File: src/rtl/irq_tgt_pkg.sv
`timescale 1ns/1ps
package irq_tgt_pkg;
  localparam int LANES = 4;

  // spread one enable per byte lane into a 32-bit mask
  function automatic logic [31:0] lane_mask(input logic [LANES-1:0] en);
    logic [31:0] m;
    for (int l = 0; l < LANES; l++) m[8*l +: 8] = {8{en[l]}};
    return m;
  endfunction

  // low bits set for each implemented processor
  function automatic logic [7:0] cpu_byte(input int n);
    return 8'((1 << n) - 1);
  endfunction

  function automatic logic [31:0] cpu_word(input int n);
    return {4{cpu_byte(n)}};
  endfunction
endpackage

File: src/rtl/irq_tgt_decode.sv
`timescale 1ns/1ps
module irq_tgt_decode #(
  parameter int                ADDR_W   = 12,
  parameter int                SPAN_W   = 10,
  parameter logic [ADDR_W-1:0] BASE     = 12'h800,
  parameter int                NUM_IRQS = 64,
  parameter int                IDX_W    = 4
) (
  input  logic [ADDR_W-1:0] addr,
  output logic              hit,
  output logic [IDX_W-1:0]  idx
);
  logic             in_win;
  logic [SPAN_W-1:0] ofs;

  assign in_win = (addr[ADDR_W-1:SPAN_W] == BASE[ADDR_W-1:SPAN_W]);
  assign ofs    = addr[SPAN_W-1:0];
  // byte offset compare: covers every interrupt slot past the last one
  assign hit    = in_win && (int'(ofs) < NUM_IRQS);
  assign idx    = ofs[2 +: IDX_W];
endmodule

File: src/rtl/irq_tgt_store.sv
`timescale 1ns/1ps
module irq_tgt_store
  import irq_tgt_pkg::*;
#(
  parameter int NUM_CPUS  = 4,
  parameter int NUM_WORDS = 16,
  parameter int IDX_W     = 4
) (
  input  logic             clk,
  input  logic             rst_n,
  input  logic             wr_en,
  input  logic [3:0]       wstrb,
  input  logic [31:0]      wdata,
  input  logic [IDX_W-1:0] idx,
  output logic [31:0]      word
);
  localparam logic [7:0] CPU_M = cpu_byte(NUM_CPUS);

  for (genvar l = 0; l < LANES; l++) begin : g_lane
    logic [7:0] mem [NUM_WORDS];

    always_ff @(posedge clk or negedge rst_n) begin
      if (!rst_n) begin
        for (int w = 0; w < NUM_WORDS; w++) mem[w] <= '0;
      end else if (wr_en && wstrb[l]) begin
        mem[idx] <= wdata[8*l +: 8] & CPU_M;
      end
    end

    assign word[8*l +: 8] = mem[idx];
  end
endmodule

File: src/rtl/irq_tgt_rdport.sv
`timescale 1ns/1ps
module irq_tgt_rdport
  import irq_tgt_pkg::*;
(
  input  logic        clk,
  input  logic        rst_n,
  input  logic        rd_en,
  input  logic [3:0]  rstrb,
  input  logic [31:0] word,
  output logic [31:0] rdata
);
  always_ff @(posedge clk or negedge rst_n) begin
    if (!rst_n)     rdata <= '0;
    else if (rd_en) rdata <= word & lane_mask(rstrb);
    else            rdata <= '0;
  end
endmodule

File: src/rtl/irq_tgt_bank.sv
`timescale 1ns/1ps
module irq_tgt_bank #(
  parameter int NUM_CPUS = 4,
  parameter int NUM_IRQS = 64
) (
  input  logic        clk,
  input  logic        rst_n,
  input  logic [11:0] bus_addr,
  input  logic        bus_wr,
  input  logic [31:0] bus_wdata,
  input  logic [3:0]  bus_wstrb,
  input  logic        bus_rd,
  input  logic [3:0]  bus_rstrb,
  output logic [31:0] bus_rdata
);
  localparam int NUM_WORDS = NUM_IRQS / 4;
  localparam int IDX_W     = (NUM_WORDS > 1) ? $clog2(NUM_WORDS) : 1;

  logic             hit;
  logic [IDX_W-1:0] idx;
  logic [31:0]      word;

  irq_tgt_decode #(
    .ADDR_W(12), .SPAN_W(10), .BASE(12'h800),
    .NUM_IRQS(NUM_IRQS), .IDX_W(IDX_W)
  ) u_dec (
    .addr(bus_addr), .hit(hit), .idx(idx)
  );

  irq_tgt_store #(
    .NUM_CPUS(NUM_CPUS), .NUM_WORDS(NUM_WORDS), .IDX_W(IDX_W)
  ) u_store (
    .clk(clk), .rst_n(rst_n), .wr_en(bus_wr && hit), .wstrb(bus_wstrb),
    .wdata(bus_wdata), .idx(idx), .word(word)
  );

  irq_tgt_rdport u_rd (
    .clk(clk), .rst_n(rst_n), .rd_en(bus_rd && hit), .rstrb(bus_rstrb),
    .word(word), .rdata(bus_rdata)
  );
endmodule

File: config.mk
export PLATFORM = sky130hd
export DESIGN_NAME = irq_tgt_bank
export DESIGN_NICKNAME = d
export VERILOG_FILES = /design/src/rtl/irq_tgt_pkg.sv /design/src/rtl/irq_tgt_decode.sv /design/src/rtl/irq_tgt_store.sv /design/src/rtl/irq_tgt_rdport.sv /design/src/rtl/irq_tgt_bank.sv
export SDC_FILE = /design/constraint.sdc
export NUM_CORES = 1
export LEC_CHECK = 0
export ABC_AREA = 1
export BUFFER_PORTS_ARGS = -buffer_cell sky130_fd_sc_hd__buf_2
export CORE_ASPECT_RATIO = 1.4
export CORE_UTILIZATION = 49
export CTS_CLUSTER_DIAMETER = 50
export DETAILED_ROUTE_END_ITERATION = 12
export GPL_TIMING_DRIVEN = 0
export PLACE_DENSITY = 0.77
export SETUP_SLACK_MARGIN = 0.05
export SLEW_MARGIN = 20
export SYNTH_ARGS = -nofsm -noshare
export SYNTH_HDL_FRONTEND = slang
export SYNTH_SLANG_ARGS = --single-unit
File: constraint.sdc
create_clock -name clk -period 1.2 [get_ports clk]
set_input_delay 0.12 -clock clk [delete_from_list [all_inputs] [get_ports clk]]
set_output_delay 0.12 -clock clk [all_outputs]
set_load 0.03 [all_outputs]
==> impl_metrics.yaml, run 1 <==
timing:
  setup_violations: 15
  min_period_over_period_pct: 101.9
  hold_viol_final: 0
  relSlewSlack_pct: 37.89
  worst_slew_pin_slew_ns: 0.9317
  period_needed_ns: 1.222
  rsz0062_at_grt: "true"
  max_freq_ghz: 0.8180
  report.final.slew_viol_count: 0
  skew_ns: 0.01881
  setup-tns-final_ns: -0.1714
  fin_ws_ns: -0.02245
synth:
  synth_top_cell_area_share_pct: 47.12
  netlist_area_mm2: 0.01444
  ys_types: 16
  synth_area_leaders: "dfrtp_1, nand2_1, nand4_1"
  synth_top_area_cell: "dfrtp_1"
  synth_warnings: 0
  ys_ff_latch: 272
  ys_seq_area_share_pct: 47.12
  postSynthAreaPerCell_um2: 7.049
  syn_inst: 2049
cts:
  clk_latency_ns: 0.60
  cts_made_buffers: 30
  cts_num_sinks: 272
  htree_levels: 1
  clk_path_buf_depth: 3
  tritoncts: "done"
  clock-root-buffer: "clkbuf_16"
  clk_pin_slew_ns: 0.06
critical_path:
  critPathMaxStageDelay_ns: 0.37
  cp.required_ns: 1.08
  crit_type: "register to output port"
  cpLargestDelayFamily: "flip-flops"
  critPathLaunchType: "register"
  cp-end-kind: "output port"
  worstPathArrival_ns: 1.10
  path_buf_inv: 1
  critPathSlowestCell: "dfrtp_1"
  crit_chain: "buf_6"
  crit_fanout: 1
finish:
  finalNetCount: 2216
  fin_util_pct: 58.93
  drive_above_1_share_pct: 15.18
  areaGrowthSynthToFinish_pct: 18.62
  fillers: 2646
  antenna_cells: 0
placed_design:
  hpwl_mm: 37.96
  io_buffer_count: 32
  finalWeightedCongestion: 0.9850
global_routing:
  grt.overflow.total: 0
  grt_max_degree: 95
  grt_pass1_vias: 14470
  grt_pass1_wl_mm: 80.80
  grt_antenna_before_repair: 0
  grt_usage_pct: 35.72
drt:
  final_antenna_net_count: 0
  wl_mm: 53.47
  drt_pass1_iterations: 10
  via_count: 15100
  drc: 1
  vias_per_cell: 5.894
  drt_iter0_markers: 1841
  wl_per_cell_um: 20.88
die:
  die_x_um: 147.1
  io_pins: 88
  die-area_mm2: 0.03018
  core-area_mm2: 0.02907
  initial_core_util_pct: 49.68
  fp.dieH_um: 205.1
  rows: 74
power_and_ir_drop:
  power_mw: 20.68
  ir_worst_vdd_uv: 1044
  leakage_nw: 9.446
  powerDensity_mw_per_mm2: 1207
worst_hold_path:
  min_path_type: "primary input to register"
status:
  failed_checks: "DRC, setup timing"
  outcome: "finished, violations left"
run:
  maxCapViolCount: 0
## tightest hold or removal path: cells and delay by family
kind	cells	cell delay, ns
buffers and inverters	1	0.23
and+or+nand+nor	2	0.23
## synthesized netlist by cell type, drive strengths merged
cell    number
buf        119
dfrtp      272
nor3b        1
nand2     1192
clkbuf      79
nor2        53
nand3       68
nand4      256
inv          8
conb         1
## per-layer routing
metal  GRT usage, %  share of wire (%)  vias up
li1               -                  -     6824
met1          41.07                 35     7121
met2          57.75                 47      889
met3          6.414                9.0      261
met4          30.41                9.0        0
met5              0                  0        -
## cell families after synthesis
kind of cell           after synthesis  share of synthesized area, %
buffers and inverters              206                         6.653
DFF                                272                         47.12
and+or+nand+nor                   1570                         46.20
other                                1                       0.02596
## final cells by class
| type | count | area [µm²] | area share [%] |
|---|---|---|---|
| Buffer | 198 | 1076 | 6.280 |
| Clock buffer | 45 | 898.4 | 5.243 |
| Clock inverter | 8 | 120.1 | 0.7010 |
| Inverter | 8 | 30.03 | 0.1753 |
| Multi-Input combinational cell | 1586 | 7124 | 41.58 |
| Sequential cell | 272 | 6807 | 39.73 |
| Tap cell | 380 | 475.5 | 2.775 |
| Timing Repair Buffer | 64 | 603.1 | 3.520 |
## flip-flops by register name, indices dropped and copies added, names as in the netlist
name / flops
u_store.g_lane.mem: 256
u_rd.rdata: 16
## repair_timing
item | in CTS | in global routing
endpoints found under the hold margin | 164 | 0
resized for setup | 56 | 135
setup buffers | 0 | 9
setup endpoints to repair | 107 | 460
pin swaps | 2 | 30
cloned | 0 | 1
hold buffers | 21 | 0
## placed cells by master (no fill, tap or decap), types with 2 or more instances in the layout
master | netlist | routed
clkbuf_2 | 0 | 22
nor2_1 | 51 | 38
buf_8 | 0 | 2
clkinv_2 | 0 | 3
clkbuf_8 | 0 | 7
buf_1 | 20 | 10
buf_4 | 23 | 46
nand4_1 | 256 | 256
conb_1 | 1 | 16
nand3_2 | 8 | 41
nand2_2 | 0 | 47
inv_1 | 3 | 3
nor2_4 | 0 | 4
buf_2 | 75 | 62
clkinvlp_4 | 0 | 2
nand3_1 | 60 | 26
clkbuf_16 | 0 | 31
dlygate4sd3_1 | 0 | 20
buf_16 | 0 | 2
bufinv_16 | 0 | 3
nand2_4 | 0 | 5
buf_6 | 1 | 20
inv_2 | 5 | 5
nand2_1 | 1192 | 1140
dfrtp_1 | 272 | 272
clkbuf_1 | 79 | 69
clkbuf_4 | 0 | 15
nor2_2 | 2 | 11
## metrics by stage
stage	cells	hold WS [ns]	setup slack [ns]	area, µm²
2_1_floorplan	2064	-0.1756	-0.01014	14620
3_3_place_gp	2476	0.4535	-4.909	15260
3_5_place_dp	2478	0.1773	-0.7467	15320
4_1_cts	2552	0.01112	-0.02052	16700
5_1_grt	2561	0.02552	-0.04265	17130
6_report	2561	0.02719	-0.02245	17130
## report_power, final
part,switching (mW),internal (mW)
Combinational,1.38,0.346
Clock,3.91,5.76
Sequential,0.0405,9.24
## path summary, 6_finish.rpt
check                                           from                         end  slack (ns)  cells past startpoint
max                                   u_rd.rdata[27]               bus_rdata[27]       -0.02                      1
min                                    bus_wdata[24]  u_store.g_lane[3].mem[120]        0.03                      3
max reg2reg                 u_store.g_lane[3].mem[9]              u_rd.rdata[25]        0.04                      8
min reg2reg                u_store.g_lane[0].mem[48]   u_store.g_lane[0].mem[48]        0.47                      2
max in group asynchronous                      rst_n   u_store.g_lane[3].mem[83]        0.25                      3
min in group asynchronous                      rst_n               u_rd.rdata[0]        0.09                      2
Note: power is estimated with default switching activity, not from simulation.
==> inputs of run 2 (changes only) <==
--- a/config.mk
+++ b/config.mk
@@ -7,12 +7,14 @@
 export LEC_CHECK = 0
 export ABC_AREA = 1
 export BUFFER_PORTS_ARGS = -buffer_cell sky130_fd_sc_hd__buf_2
+export CELL_PAD_IN_SITES_DETAIL_PLACEMENT = 0
+export CELL_PAD_IN_SITES_GLOBAL_PLACEMENT = 2
 export CORE_ASPECT_RATIO = 1.4
-export CORE_UTILIZATION = 49
+export CORE_UTILIZATION = 35
 export CTS_CLUSTER_DIAMETER = 50
 export DETAILED_ROUTE_END_ITERATION = 12
 export GPL_TIMING_DRIVEN = 0
-export PLACE_DENSITY = 0.77
+export PLACE_DENSITY = 0.91
 export SETUP_SLACK_MARGIN = 0.05
 export SLEW_MARGIN = 20
 export SYNTH_ARGS = -nofsm -noshare
==> impl_metrics.yaml, run 2 (synthesized netlist as in run 1, its figures left out) <==
finish:
  drive_above_1_share_pct: 17.41
  finalNetCount: 2210
  largestRegisters: "u_store.g_lane.mem (256), u_rd.rdata (16)"
  antenna_cells: 0
  areaGrowthSynthToFinish_pct: 22.31
  fin_cells: 2711
  largest_reg_flops: 256
  top_register: "u_store.g_lane.mem"
  fin_util_pct: 43.63
  final_cell_mix: "nand2_1, dfrtp_1, nand4_1"
  layout_commonest_cell: "nand2_1"
  fillers: 4264
placed_design:
  io_buffer_count: 32
  placed_cells: 2633
  hpwl_mm: 42.57
  finalWeightedCongestion: 0.9370
timing:
  min_period_over_period_pct: 98.66
  hold_viol_final: 121
  whs_ns: -0.5309
  relSlewSlack_pct: 34.23
  max_freq_ghz: 0.8446
  setup-tns-final_ns: 0
  worst_slew_pin_slew_ns: 0.9866
  report.final.slew_viol_count: 0
  setup_violations: 0
  rsz0062_at_grt: "true"
  skew_ns: 0.01413
  period_needed_ns: 1.184
global_routing:
  grt_max_degree: 87
  grt_usage_pct: 27.55
  grt.overflow.total: 0
  grt_antenna_before_repair: 0
  grt_pass1_vias: 14250
  grt_pass1_wl_mm: 86.44
drt:
  vias_per_cell: 5.343
  via_count: 14480
  drt_iter0_markers: 1114
  wl_mm: 58.03
  drc: 0
  final_antenna_net_count: 0
  drt_pass1_iterations: 6
  wl_per_cell_um: 21.40
die:
  fp.dieH_um: 242.4
  rows: 87
  die_x_um: 173.7
  initial_core_util_pct: 35.67
  io_pins: 88
  die-area_mm2: 0.04210
  core-area_mm2: 0.04049
critical_path:
  crit_fanout: 2
  r2r_start: "u_store.g_lane[3].mem[90]"
  crit_type: "register to register"
  cp-end-kind: "register"
  worstPathArrival_ns: 1.59
  cp.required_ns: 1.61
  startpoint: "u_store.g_lane[3].mem[90]"
  critPathLaunchType: "register"
power_and_ir_drop:
  ir_worst_vdd_uv: 793.5
  leakage_nw: 9.631
  powerDensity_mw_per_mm2: 1269
run:
  maxCapViolCount: 0
cts:
  cts_made_buffers: 34
  clk_path_buf_depth: 3
  tritoncts: "done"
  clk_pin_slew_ns: 0.06
  htree_levels: 2
  clk_latency_ns: 0.54
  clock-root-buffer: "clkbuf_16"
  hold_buffers: 2
  cts_num_sinks: 272
status:
  failed_checks: "hold timing"
  outcome: "finished, violations left"
worst_hold_path:
  min_path_type: "primary input to asynchronous set/reset pin"
run 2: critical path, cell delays in order, from the launching register on:
cell and delay, ns:
dfrtp_1 0.38, nand2_1 0.07, nand2_1 0.07, nand2_1 0.09, nand2_2 0.07, nand2_2 0.09, nand2_1 0.09, nor2_2 0.12
nor2_1 0.06
run 2: area by class of cell:
| cell class | instances | area [µm²] | area share, % |
|---|---|---|---|
| Sequential cell | 272 | 6807 | 38.53 |
| Clock buffer | 48 | 1037 | 5.871 |
| Clock inverter | 11 | 193.9 | 1.098 |
| Multi-Input combinational cell | 1586 | 7237 | 40.96 |
| Inverter | 8 | 30.03 | 0.1700 |
| Tap cell | 534 | 668.1 | 3.782 |
| Buffer | 198 | 1164 | 6.586 |
| Timing Repair Buffer | 54 | 530.5 | 3.003 |
run 2: metrics by stage:
step                instance area [µm²]  worst slack, ns  total power [mW]  hold slack, ns
floorplan                         14620         -0.01014             10.26         -0.1756
global placement                  15450           -5.153             11.04          0.4534
detailed placement                15540          -0.8564             11.09         0.03724
CTS                               17070         0.007643             22.39         -0.5230
global route                      17670         -0.03559             22.97         -0.5099
finish                            17670          0.01607             22.41         -0.5309
run 2: layer usage:
metal | routed length [µm] | GRT usage [%] | vias to the layer above
met1 | 22020 | 31.65 | 6928
met4 | 3818 | 17.54 | 0
li1 | - | - | 6800
met3 | 3490 | 3.970 | 174
met5 | 0 | 0 | -
met2 | 28690 | 47.86 | 582
run 2: power breakdown:
group | internal, mW | switching, mW | total [mW]
Clock | 7.11 | 4.25 | 11.4
Sequential | 9.24 | 0.0402 | 9.28
Combinational | 0.348 | 1.42 | 1.77
run 2: worst paths after layout:
| path | end | slack, ns | cells past startpoint |
|---|---|---|---|
| worst max-delay path | u_rd.rdata[26] | 0.02 | 8 |
| worst min-delay path | u_store.g_lane[1].mem[90] | -0.53 | 1 |
| worst max register to register | u_rd.rdata[26] | 0.02 | 8 |
| worst min register to register | u_store.g_lane[0].mem[90] | 0.47 | 2 |
| max in group asynchronous | u_store.g_lane[0].mem[33] | 0.34 | 4 |
| min in group clk | u_store.g_lane[1].mem[96] | 0.03 | 3 |
run 2: timing repair:
action,in CTS,in global routing
pin swaps,6,32
gates cloned,0,1
setup buffers,1,15
resized for setup,102,164
endpoints found under the setup margin,241,312
hold endpoints to repair,125,88
